<file path="config.mk">
export PLATFORM = sky130hd
export DESIGN_NAME = clkmon_status_reg
export DESIGN_NICKNAME = d
export VERILOG_FILES = /design/src/rtl/clkmon_stat_pkg.sv /design/src/rtl/clkmon_sticky_bank.sv /design/src/rtl/clkmon_change_det.sv /design/src/rtl/clkmon_status_reg.sv
export SDC_FILE = /design/constraint.sdc
export NUM_CORES = 1
export LEC_CHECK = 0
export CORE_AREA = 3 3 40 42
export DETAILED_ROUTE_END_ITERATION = 12
export DIE_AREA = 0 0 43 45
export GPL_TIMING_DRIVEN = 0
export PLACE_DENSITY = 0.56
export SLEW_MARGIN = 20
export SYNTH_ARGS = -nofsm -noshare
export SYNTH_HDL_FRONTEND = slang
export SYNTH_SLANG_ARGS = --single-unit
</file>
<file path="constraint.sdc">
create_clock -name clk -period 1.5 [get_ports clk]
set_clock_uncertainty 0.1 [all_clocks]
set_input_delay 0.15 -clock clk [delete_from_list [all_inputs] [get_ports clk]]
set_output_delay 0.15 -clock clk [all_outputs]
set_load 0.005 [all_outputs]
</file>
<file path="src/rtl/clkmon_stat_pkg.sv">
package clkmon_stat_pkg;

    localparam int CLK_N_DEF = 4;
    localparam int SEL_W_DEF = 2;

    // Sources able to raise the interrupt flag
    typedef struct packed {
        logic flt_rise;
        logic lock_drop;
        logic sel_chg;
    } irq_src_t;

endpackage

</file>
<file path="src/rtl/clkmon_sticky_bank.sv">
module clkmon_sticky_bank #(
    parameter int N = 4
) (
    input  logic         clk,
    input  logic         rst_n,
    input  logic [N-1:0] flt_in,
    input  logic         clr_stb,
    output logic [N-1:0] sticky_q,
    output logic [N-1:0] rise
);

    for (genvar i = 0; i < N; i++) begin : g_bit
        typedef struct packed {
            logic hold;
        } bit_st_t;

        bit_st_t st_d, st_q;

        always_comb begin
            st_d = st_q;
            if (!rst_n) begin
                st_d.hold = 1'b0;
            end else if (clr_stb) begin
                st_d.hold = 1'b0;
            end else begin
                st_d.hold = st_q.hold | flt_in[i];
            end
            rise[i] = st_d.hold & ~st_q.hold & rst_n;
        end

        always_ff @(posedge clk) begin
            st_q <= st_d;
        end

        assign sticky_q[i] = st_q.hold;
    end

endmodule

</file>
<file path="src/rtl/clkmon_change_det.sv">
module clkmon_change_det #(
    parameter int SEL_W = 2
) (
    input  logic             clk,
    input  logic             rst_n,
    input  logic             lock_in,
    input  logic [SEL_W-1:0] sel_in,
    output logic             lock_q,
    output logic [SEL_W-1:0] sel_q,
    output logic             lock_drop,
    output logic             sel_chg
);

    typedef struct packed {
        logic             lock;
        logic [SEL_W-1:0] sel;
    } hist_t;

    hist_t h_d, h_q;

    always_comb begin
        h_d.lock  = lock_in;
        h_d.sel   = sel_in;
        lock_drop = rst_n & h_q.lock & ~lock_in;
        sel_chg   = rst_n & (h_q.sel != sel_in);
    end

    always_ff @(posedge clk) begin
        h_q <= h_d;
    end

    assign lock_q = h_q.lock;
    assign sel_q  = h_q.sel;

endmodule

</file>
<file path="src/rtl/clkmon_status_reg.sv">
module clkmon_status_reg
    import clkmon_stat_pkg::*;
#(
    parameter int CLK_N = CLK_N_DEF,
    parameter int SEL_W = SEL_W_DEF,
    localparam int RW   = CLK_N + SEL_W + 2
) (
    input  logic             clk,
    input  logic             rst_n,
    input  logic [CLK_N-1:0] flt_in,
    input  logic             lock_in,
    input  logic [SEL_W-1:0] sel_in,
    input  logic             rd_stb,
    input  logic             clr_stb,
    input  logic             int_en,
    output logic [RW-1:0]    rdata,
    output logic             irq_n
);

    typedef struct packed {
        logic flag;
    } irq_st_t;

    logic [CLK_N-1:0] sticky;
    logic [CLK_N-1:0] rise;
    logic             lock_q;
    logic [SEL_W-1:0] sel_q;
    logic             lock_drop;
    logic             sel_chg;
    irq_src_t         src;
    irq_st_t          irq_d, irq_q;

    clkmon_sticky_bank #(.N(CLK_N)) u_sticky (
        .clk      (clk),
        .rst_n    (rst_n),
        .flt_in   (flt_in),
        .clr_stb  (clr_stb),
        .sticky_q (sticky),
        .rise     (rise)
    );

    clkmon_change_det #(.SEL_W(SEL_W)) u_chg (
        .clk       (clk),
        .rst_n     (rst_n),
        .lock_in   (lock_in),
        .sel_in    (sel_in),
        .lock_q    (lock_q),
        .sel_q     (sel_q),
        .lock_drop (lock_drop),
        .sel_chg   (sel_chg)
    );

    always_comb begin
        src.flt_rise  = |rise;
        src.lock_drop = lock_drop;
        src.sel_chg   = sel_chg;
        irq_d         = irq_q;
        if (!rst_n) begin
            irq_d.flag = 1'b0;
        end else begin
            // a new event outranks a clearing read
            irq_d.flag = (|src) | (irq_q.flag & ~rd_stb);
        end
    end

    always_ff @(posedge clk) begin
        irq_q <= irq_d;
    end

    assign rdata = {irq_q.flag, sticky, lock_q, sel_q};
    assign irq_n = ~(irq_q.flag & int_en);

endmodule

</file>
==> results of run 1 <==
[cells in the mapped netlist]
cell      number
dfxtp_1        8
nor2_1         8
buf_4          6
nand2b_1       5
inv_1          2
a41oi_1        1
nand2_1        1
o221ai_1       1
o31a_1         1
xnor2_1        1
xor2_1         1
[logic make-up (layout without fill, tap and decap cells)]
family | count (synthesis) | after routing
flip-flops | 8 | 8
AND/OR/NAND/NOR | 14 | 14
AO/OA/AOI/OAI | 3 | 3
buffers and inverters | 8 | 31
XOR/XNOR | 2 | 2
[power by group]
group | internal (mW) | switching, mW | total (mW)
Combinational | 0.0686 | 0.0256 | 0.0942
Sequential | 0.225 | 0.00708 | 0.232
Clock | 0.0912 | 0.0675 | 0.159
[path summary, 6_finish.rpt]
check                    startpoint                endpoint  slack [ns]  cells past startpoint
max                           irq_q                rdata[7]        0.06                      2
min                         lock_in            u_chg.lock_q        0.28                      1
max reg2reg  u_sticky.g_bit[0].st_q                   irq_q        0.41                      3
min reg2reg  u_sticky.g_bit[1].st_q  u_sticky.g_bit[1].st_q        0.38                      2
[per-layer routing]
metal / GRT usage (%) / up-vias
li1: - / 154
met2: 11.68 / 8
met4: 9.036 / 0
met5: 0 / -
met3: 3.586 / 2
met1: 9.246 / 123
[state kept, by name, indices dropped and copies added (netlist names)]
name / cells
u_chg.sel_q: 2
irq_q: 1
u_sticky.g_bit.st_q: 4
u_chg.lock_q: 1
[layout by cell type (no fill, tap or decap), drive strengths merged]
master         count
nor2               8
clkbuf             3
nand2              1
o221ai             1
xor2               1
clkdlybuf4s50     20
xnor2              1
o31a               1
dfxtp              8
buf                6
nand2b             5
inv                2
a41oi              1
[final cells by class]
| class | instances | area share, % |
|---|---|---|
| multi-input combinational | 19 | 19.33 |
| tap | 15 | 3.333 |
| clock buffer | 3 | 4.000 |
| timing repair buffer | 20 | 35.56 |
| inverter | 2 | 1.333 |
| buffer | 6 | 8.000 |
| sequential | 8 | 28.44 |
[worst max-delay path: cells and delay by family (launching register included)]
kind	cells	cell delay (ns)
buffers and inverters	2	0.60
DFF	1	0.34
==> metrics.csv, run 1 <==
metric,value,unit
initial antenna violation count,0,
cts bufs inserted,3,
Hold Crit Class,input pin to register,
share of cells above drive strength 1,15.52,%
post-route cell area,563.0,sq um
core area,0.001285,sq mm
leading post-synthesis cells by cell area,"dfxtp_1 (50%), buf_4 (14%), nand2b_1 (9.7%)",
Synth cell types,11,
simple-gate share of the synthesized area,20.23,%
pre-CTS WS,0.08657,ns
Crit path largest cell delay,0.49,ns
Max Cap Violations,0,
RD Place Congestion,0.6408,
Die X,43,um
Synth Warn #,0,
Synth Area in Compound Gates,8.171,%
antenna-violating nets left,0,
main combinational cell family by area after synthesis,simple AND/OR/NAND/NOR gates,
Leak Pwr,0.2408,nW
wl on met1,298,um
# resized after CTS,0,
Yosys top cell area share,49.81,%
Clock Tree Buf Depth,2,
CTS sink count,8,
via count,287,
PD cells,860.5,mW/mm^2
Rows,13,
Final min period,1.435,ns
#FFs+latches synth,8,
GR Overflow Total,0,
Critical Path End Type,output pin,
CP Class,register to output pin,
mux contribution to synthesized area,0,%
fill count,142,
Layout area overhead,75.10,%
# IOs,21,
vias in the first global route,289,
Relative slew margins,86.98,%
first-pass GRT wire length,1117,um
Adder-Cell Fraction of Synth Area,0,%
XOR/XNOR share of the synthesized area,5.447,%
Finish-stage setup viols,0,
final worst slack,0.06457,ns
# diodes,0,
"Seq/Total Area, Yosys",49.81,%
synthesized instance count,35,
Total Nets Final,72,
post-layout util,43.82,%
"area leader, netlist",dfxtp_1,
H-tree depth,1,
area of the multi-input gates,108.9,sq um
Peak supply drop,0.4242,mV
fmax,696.7,MHz
Post-CTS Setup Bufs,0,
unrepaired setup endpoints after global routing,false,
drt first pass iters,4,
TNS Setup,0,ns
CP max FO,3,
DR DRC count,0,
Tot Pwr,0.4845,mW
cts hold-fix bufs,0,
Sequential Area,160.2,sq um
largest net degree at the start of global routing,5,
Post-DP Area,540.5,sq um
Inst Count DP,70,
Clock transition at path regs,0.05,ns
crit path DAT,1.19,ns
vias per cell,3.932,
"Cell Count, Final, Fillers Out",73,
initial DRC count,5,
Tcrit/Tclk final,95.70,%
Post-DP HPWL,576.2,um
worst endpoint required time,1.25,ns
met3 wire length,32,um
Hold Slack,0.2774,ns
WL/cell,9.425,um
crit path max-delay cell type,clkdlybuf4s50_1,
DR top layer,met4,
Total Routing Usage GR,8.438,%
IO Port Bufs,20,
final hold violations,0,
nature of the critical path startpoint,register,
Slew @ Worst Pin,0.1928,ns
Pins Over Slew Limit,0,
Synth Net Count,47,
crit path cell chain,buf_4 > clkdlybuf4s50_1,
Total Wirelength,688,um
Total Die Area,0.001935,sq mm
Initial Util,25.02,%
status,"complete, no violations",
CTS tree,done,
Avg Inst Size Synth,9.187,sq um
Skew-Pair Late Insertion Delay,0.25,ns
WL met2,332,um
die extent in y,45,um
CTS Root Cell,clkbuf_4,
synthesized cell area,321.6,sq um
(Power assumes the default switching activity.)
==> run 2, diff against run 1 <==
==> constraint.sdc (replaced) <==
create_clock -name clk -period 1.8 [get_ports clk]
set_clock_uncertainty 0.1 [all_clocks]
set_input_delay 0.18 -clock clk [delete_from_list [all_inputs] [get_ports clk]]
set_output_delay 0.18 -clock clk [all_outputs]
set_load 0.02 [all_outputs]
==> results of run 2 <==
The final DEF is identical to that of run 1. Status: complete, no violations.
Among the figures that moved: setup slack after placement 0.08657 ns -> 0.2789 ns; setup slack after layout 0.06457 ns -> 0.2316 ns; hold slack 0.2774 ns -> 0.3074 ns; register-to-register setup slack 0.41 ns -> 0.71 ns; total power 0.4845 mW -> 0.4165 mW; worst IR drop on VDD 0.4242 mV -> 0.3542 mV
==> run 3, diff against run 2 <==
ABC_AREA = 1   (was default)
PLACE_DENSITY = 0.58   (was 0.56)
==> run 3 against run 2 <==
Synthesized area is 11% higher; cell count up 18%; non-clock buffer count stayed put; cell area is 6.0% higher; sequential share of layout area fell by 1.6 points; global-route usage rose by 0.24 points; hold slack worse by 0.0045 ns; sequential cell count stayed put; critical path type unchanged; critical endpoint is now rdata[6]; largest cell class unchanged; largest power group unchanged.
==> metrics.csv, run 3 <==
metric,value,unit,change
status,"complete, no violations",,unchanged
crit path max-delay cell type,clkdlybuf4s50_1,,unchanged
crit path DAT,1.29,ns,about the same
sequential power share,45.6,%,was 46.3%
max reg flops,4,,unchanged
Skew-Pair Late Insertion Delay,0.25,ns,about the same
core area,0.001285,sq mm,unchanged
largest net degree at the start of global routing,5,,unchanged
via count,325,,was 287
CP max FO,3,,unchanged
Max Cap Violations,0,,unchanged
CP Class,register to output pin,,unchanged
first-pass GRT wire length,1214,um,was 1117 um
Synth Net Count,60,,was 47
Biggest register,u_sticky.g_bit.st_q,,unchanged
most frequent cells in the layout,"clkdlybuf4s50_1 (20), nor2_1 (10), inv_1 (9)",,"was clkdlybuf4s50_1 (20), nor2_1 (8), dfxtp_1 (8)"
cts hold-fix bufs,0,,unchanged
Avg Inst Size Synth,7.403,sq um,was 9.187 sq um
drt first pass iters,2,,was 4
Post-CTS Setup Bufs,0,,unchanged
"commonest non-fill, non-tap cell in the layout",clkdlybuf4s50_1,,unchanged
DR DRC count,0,,unchanged
Die X,43,um,unchanged
Critical Path End Type,output pin,,unchanged
Clk pwr share,31.6,%,was 31.7%
Synth Warn #,0,,unchanged
share of cells above drive strength 1,14.08,%,was 15.52%
ys flop type,dfxtp_1,,unchanged
main combinational cell family by area after synthesis,simple AND/OR/NAND/NOR gates,,unchanged
Leak Pwr,0.2817,nW,was 0.2408 nW
Rows,13,,unchanged
"count leader, synth",nor2_1,,
CTS Root Cell,clkbuf_4,,unchanged
Final min period,1.572,ns,was 1.568 ns
switching share of power,24.16,%,was 23.02%
Slew @ Worst Pin,0.2185,ns,was 0.2222 ns
RD Place Congestion,0.6652,,was 0.6408
# diodes,0,,unchanged
antenna-violating nets left,0,,unchanged
Initial Util,27.65,%,was 25.02%
TNS Setup,0,ns,unchanged
Layout area overhead,67.96,%,was 75.10%
Adder-Cell Fraction of Synth Area,0,%,unchanged
IO Port Bufs,20,,unchanged
synthesized instance count,48,,was 35
unrepaired setup endpoints after global routing,false,,unchanged
vias in the first global route,288,,was 289
Post-DP HPWL,540.6,um,was 576.2 um
Yosys top cell area share,45.07,%,was 49.81%
Hold Path Depth,1,,unchanged
Relative slew margins,85.39,%,was 85.14%
"FFs w/ async S/R, synth",0,%,unchanged
Peak supply drop,0.4035,mV,was 0.3542 mV
number of flops mapped to enable cells by yosys,0,,unchanged
Tcrit/Tclk final,87.31,%,was 87.13%
Crit path largest cell delay,0.59,ns,about the same
Total Routing Usage GR,8.681,%,was 8.438%
leading post-synthesis cells by cell area,"dfxtp_1 (45%), buf_4 (13%), nor2_1 (11%)",,"was dfxtp_1 (50%), buf_4 (14%), nand2b_1 (9.7%)"
Synth cell types,12,,was 11
"area leader, netlist",dfxtp_1,,unchanged
H-tree depth,1,,unchanged
simple-gate share of the synthesized area,26.41,%,was 20.23%
crit path cell chain,buf_4 > clkdlybuf4s50_1,,unchanged
die extent in y,45,um,unchanged
# IOs,21,,unchanged
initial antenna violation count,0,,unchanged
GR Overflow Total,0,,unchanged
XOR/XNOR share of the synthesized area,4.930,%,was 5.447%
WL/cell,7.814,um,was 9.425 um
"Cell Count, Final, Fillers Out",86,,was 73
Pins Over Slew Limit,0,,unchanged
initial DRC count,2,,was 5
Pint,0.3216,mW,was 0.3206 mW
Hold Crit Class,input pin to register,,unchanged
CTS tree,done,,unchanged
Total Wirelength,672,um,was 688 um
reg2reg path depth,4,,was 3
top post-synthesis cells by count,"nor2_1 (10), inv_1 (9), dfxtp_1 (8)",,"was dfxtp_1 (8), nor2_1 (8), buf_4 (6)"
fmax,636.3,MHz,was 637.6 MHz
Clock Tree Buf Depth,2,,unchanged
Switching Power,0.1024,mW,was 0.09588 mW
# resized after CTS,0,,unchanged
Finish-stage setup viols,0,,unchanged
nature of the critical path startpoint,register,,unchanged
Synth Area in Compound Gates,1.408,%,was 8.171%
Total Nets Final,85,,was 72
Clock transition at path regs,0.05,ns,about the same
"Seq/Total Area, Yosys",45.07,%,was 49.81%
vias per cell,3.779,,was 3.932
mux contribution to synthesized area,0,%,unchanged
Total Die Area,0.001935,sq mm,unchanged
CTS sink count,8,,unchanged
PD cells,710.5,mW/mm^2,was 739.7 mW/mm^2
Inst Count DP,83,,was 70
worst endpoint required time,1.52,ns,about the same
final hold violations,0,,unchanged
synthesized cell area,355.3,sq um,was 321.6 sq um
#FFs+latches synth,8,,unchanged
part of the power in combinational logic,22.8,%,was 21.9%
cts bufs inserted,3,,unchanged
## run 3: cell count changes after synthesis, sizes merged, moves of 2 or more
| cell | change |
|---|---|
| inv | +7 |
| nand2 | +6 |
| nand2b | -5 |
| nand3 | +2 |
| nor2 | +3 |
## run 3: cell families after synthesis
logic type	after synthesis
AO/OA/AOI/OAI	1
XOR/XNOR	2
buffers and inverters	15
flip-flops	8
AND/OR/NAND/NOR	22
## run 3: metrics by stage
| step | total power, mW | cell area, sq um | setup WS, ns | utilization (%) | hold slack [ns] |
|---|---|---|---|---|---|
| floorplan | 0.2431 | 355.3 | 0.8197 | - | 0.1077 |
| global placement | 0.2942 | 574.3 | 0.2900 | 44.69 | 0.3761 |
| detailed placement | 0.2945 | 574.3 | 0.2941 | 44.69 | 0.3794 |
| CTS | 0.4348 | 596.8 | 0.2028 | 46.45 | 0.2944 |
| global route | 0.4606 | 596.8 | 0.1457 | 46.45 | 0.3003 |
| finish | 0.4240 | 596.8 | 0.2284 | 46.45 | 0.3029 |
## run 3: power groups by stage
stage / combinational, mW / sequential (mW) / clock (mW)
floorplan: 0.0439 / 0.199 / 0
global placement: 0.0972 / 0.197 / 0
detailed placement: 0.0973 / 0.197 / 0
CTS: 0.0977 / 0.193 / 0.144
global route: 0.105 / 0.195 / 0.160
finish: 0.0967 / 0.194 / 0.134
## run 3: worst max-delay path, delay by kind of cell, from the launching register on
family                 cells  cell delay (ns)
DFF                        1             0.35
buffers and inverters      2             0.70
## run 3: final timing paths
path,start,to,slack [ns]
setup / recovery,u_sticky.g_bit[3].st_q,rdata[6],0.23
hold / removal,lock_in,u_chg.lock_q,0.30
hold reg to reg,u_sticky.g_bit[2].st_q,u_sticky.g_bit[2].st_q,0.39
setup reg to reg,u_chg.sel_q[0],irq_q,0.91
## run 3: per-layer routing
layer	part of all wire, %	routed length [um]	up-vias	track usage, %
met1	45	304	128	10.44
met2	43	287	15	11.98
met4	0	0	0	3.614
met3	12	79	0	5.976
li1	-	-	182	-
met5	0	0	-	0
## run 3: final cells by class
cell class | instances | area (sq um)
Tap cell | 15 | 18.77
Sequential cell | 8 | 160.2
Multi-Input combinational cell | 25 | 116.4
Timing Repair Buffer | 20 | 200.2
Fill cell | 133 | 688.2
Inverter | 9 | 33.78
Clock buffer | 3 | 22.52
Buffer | 6 | 45.04
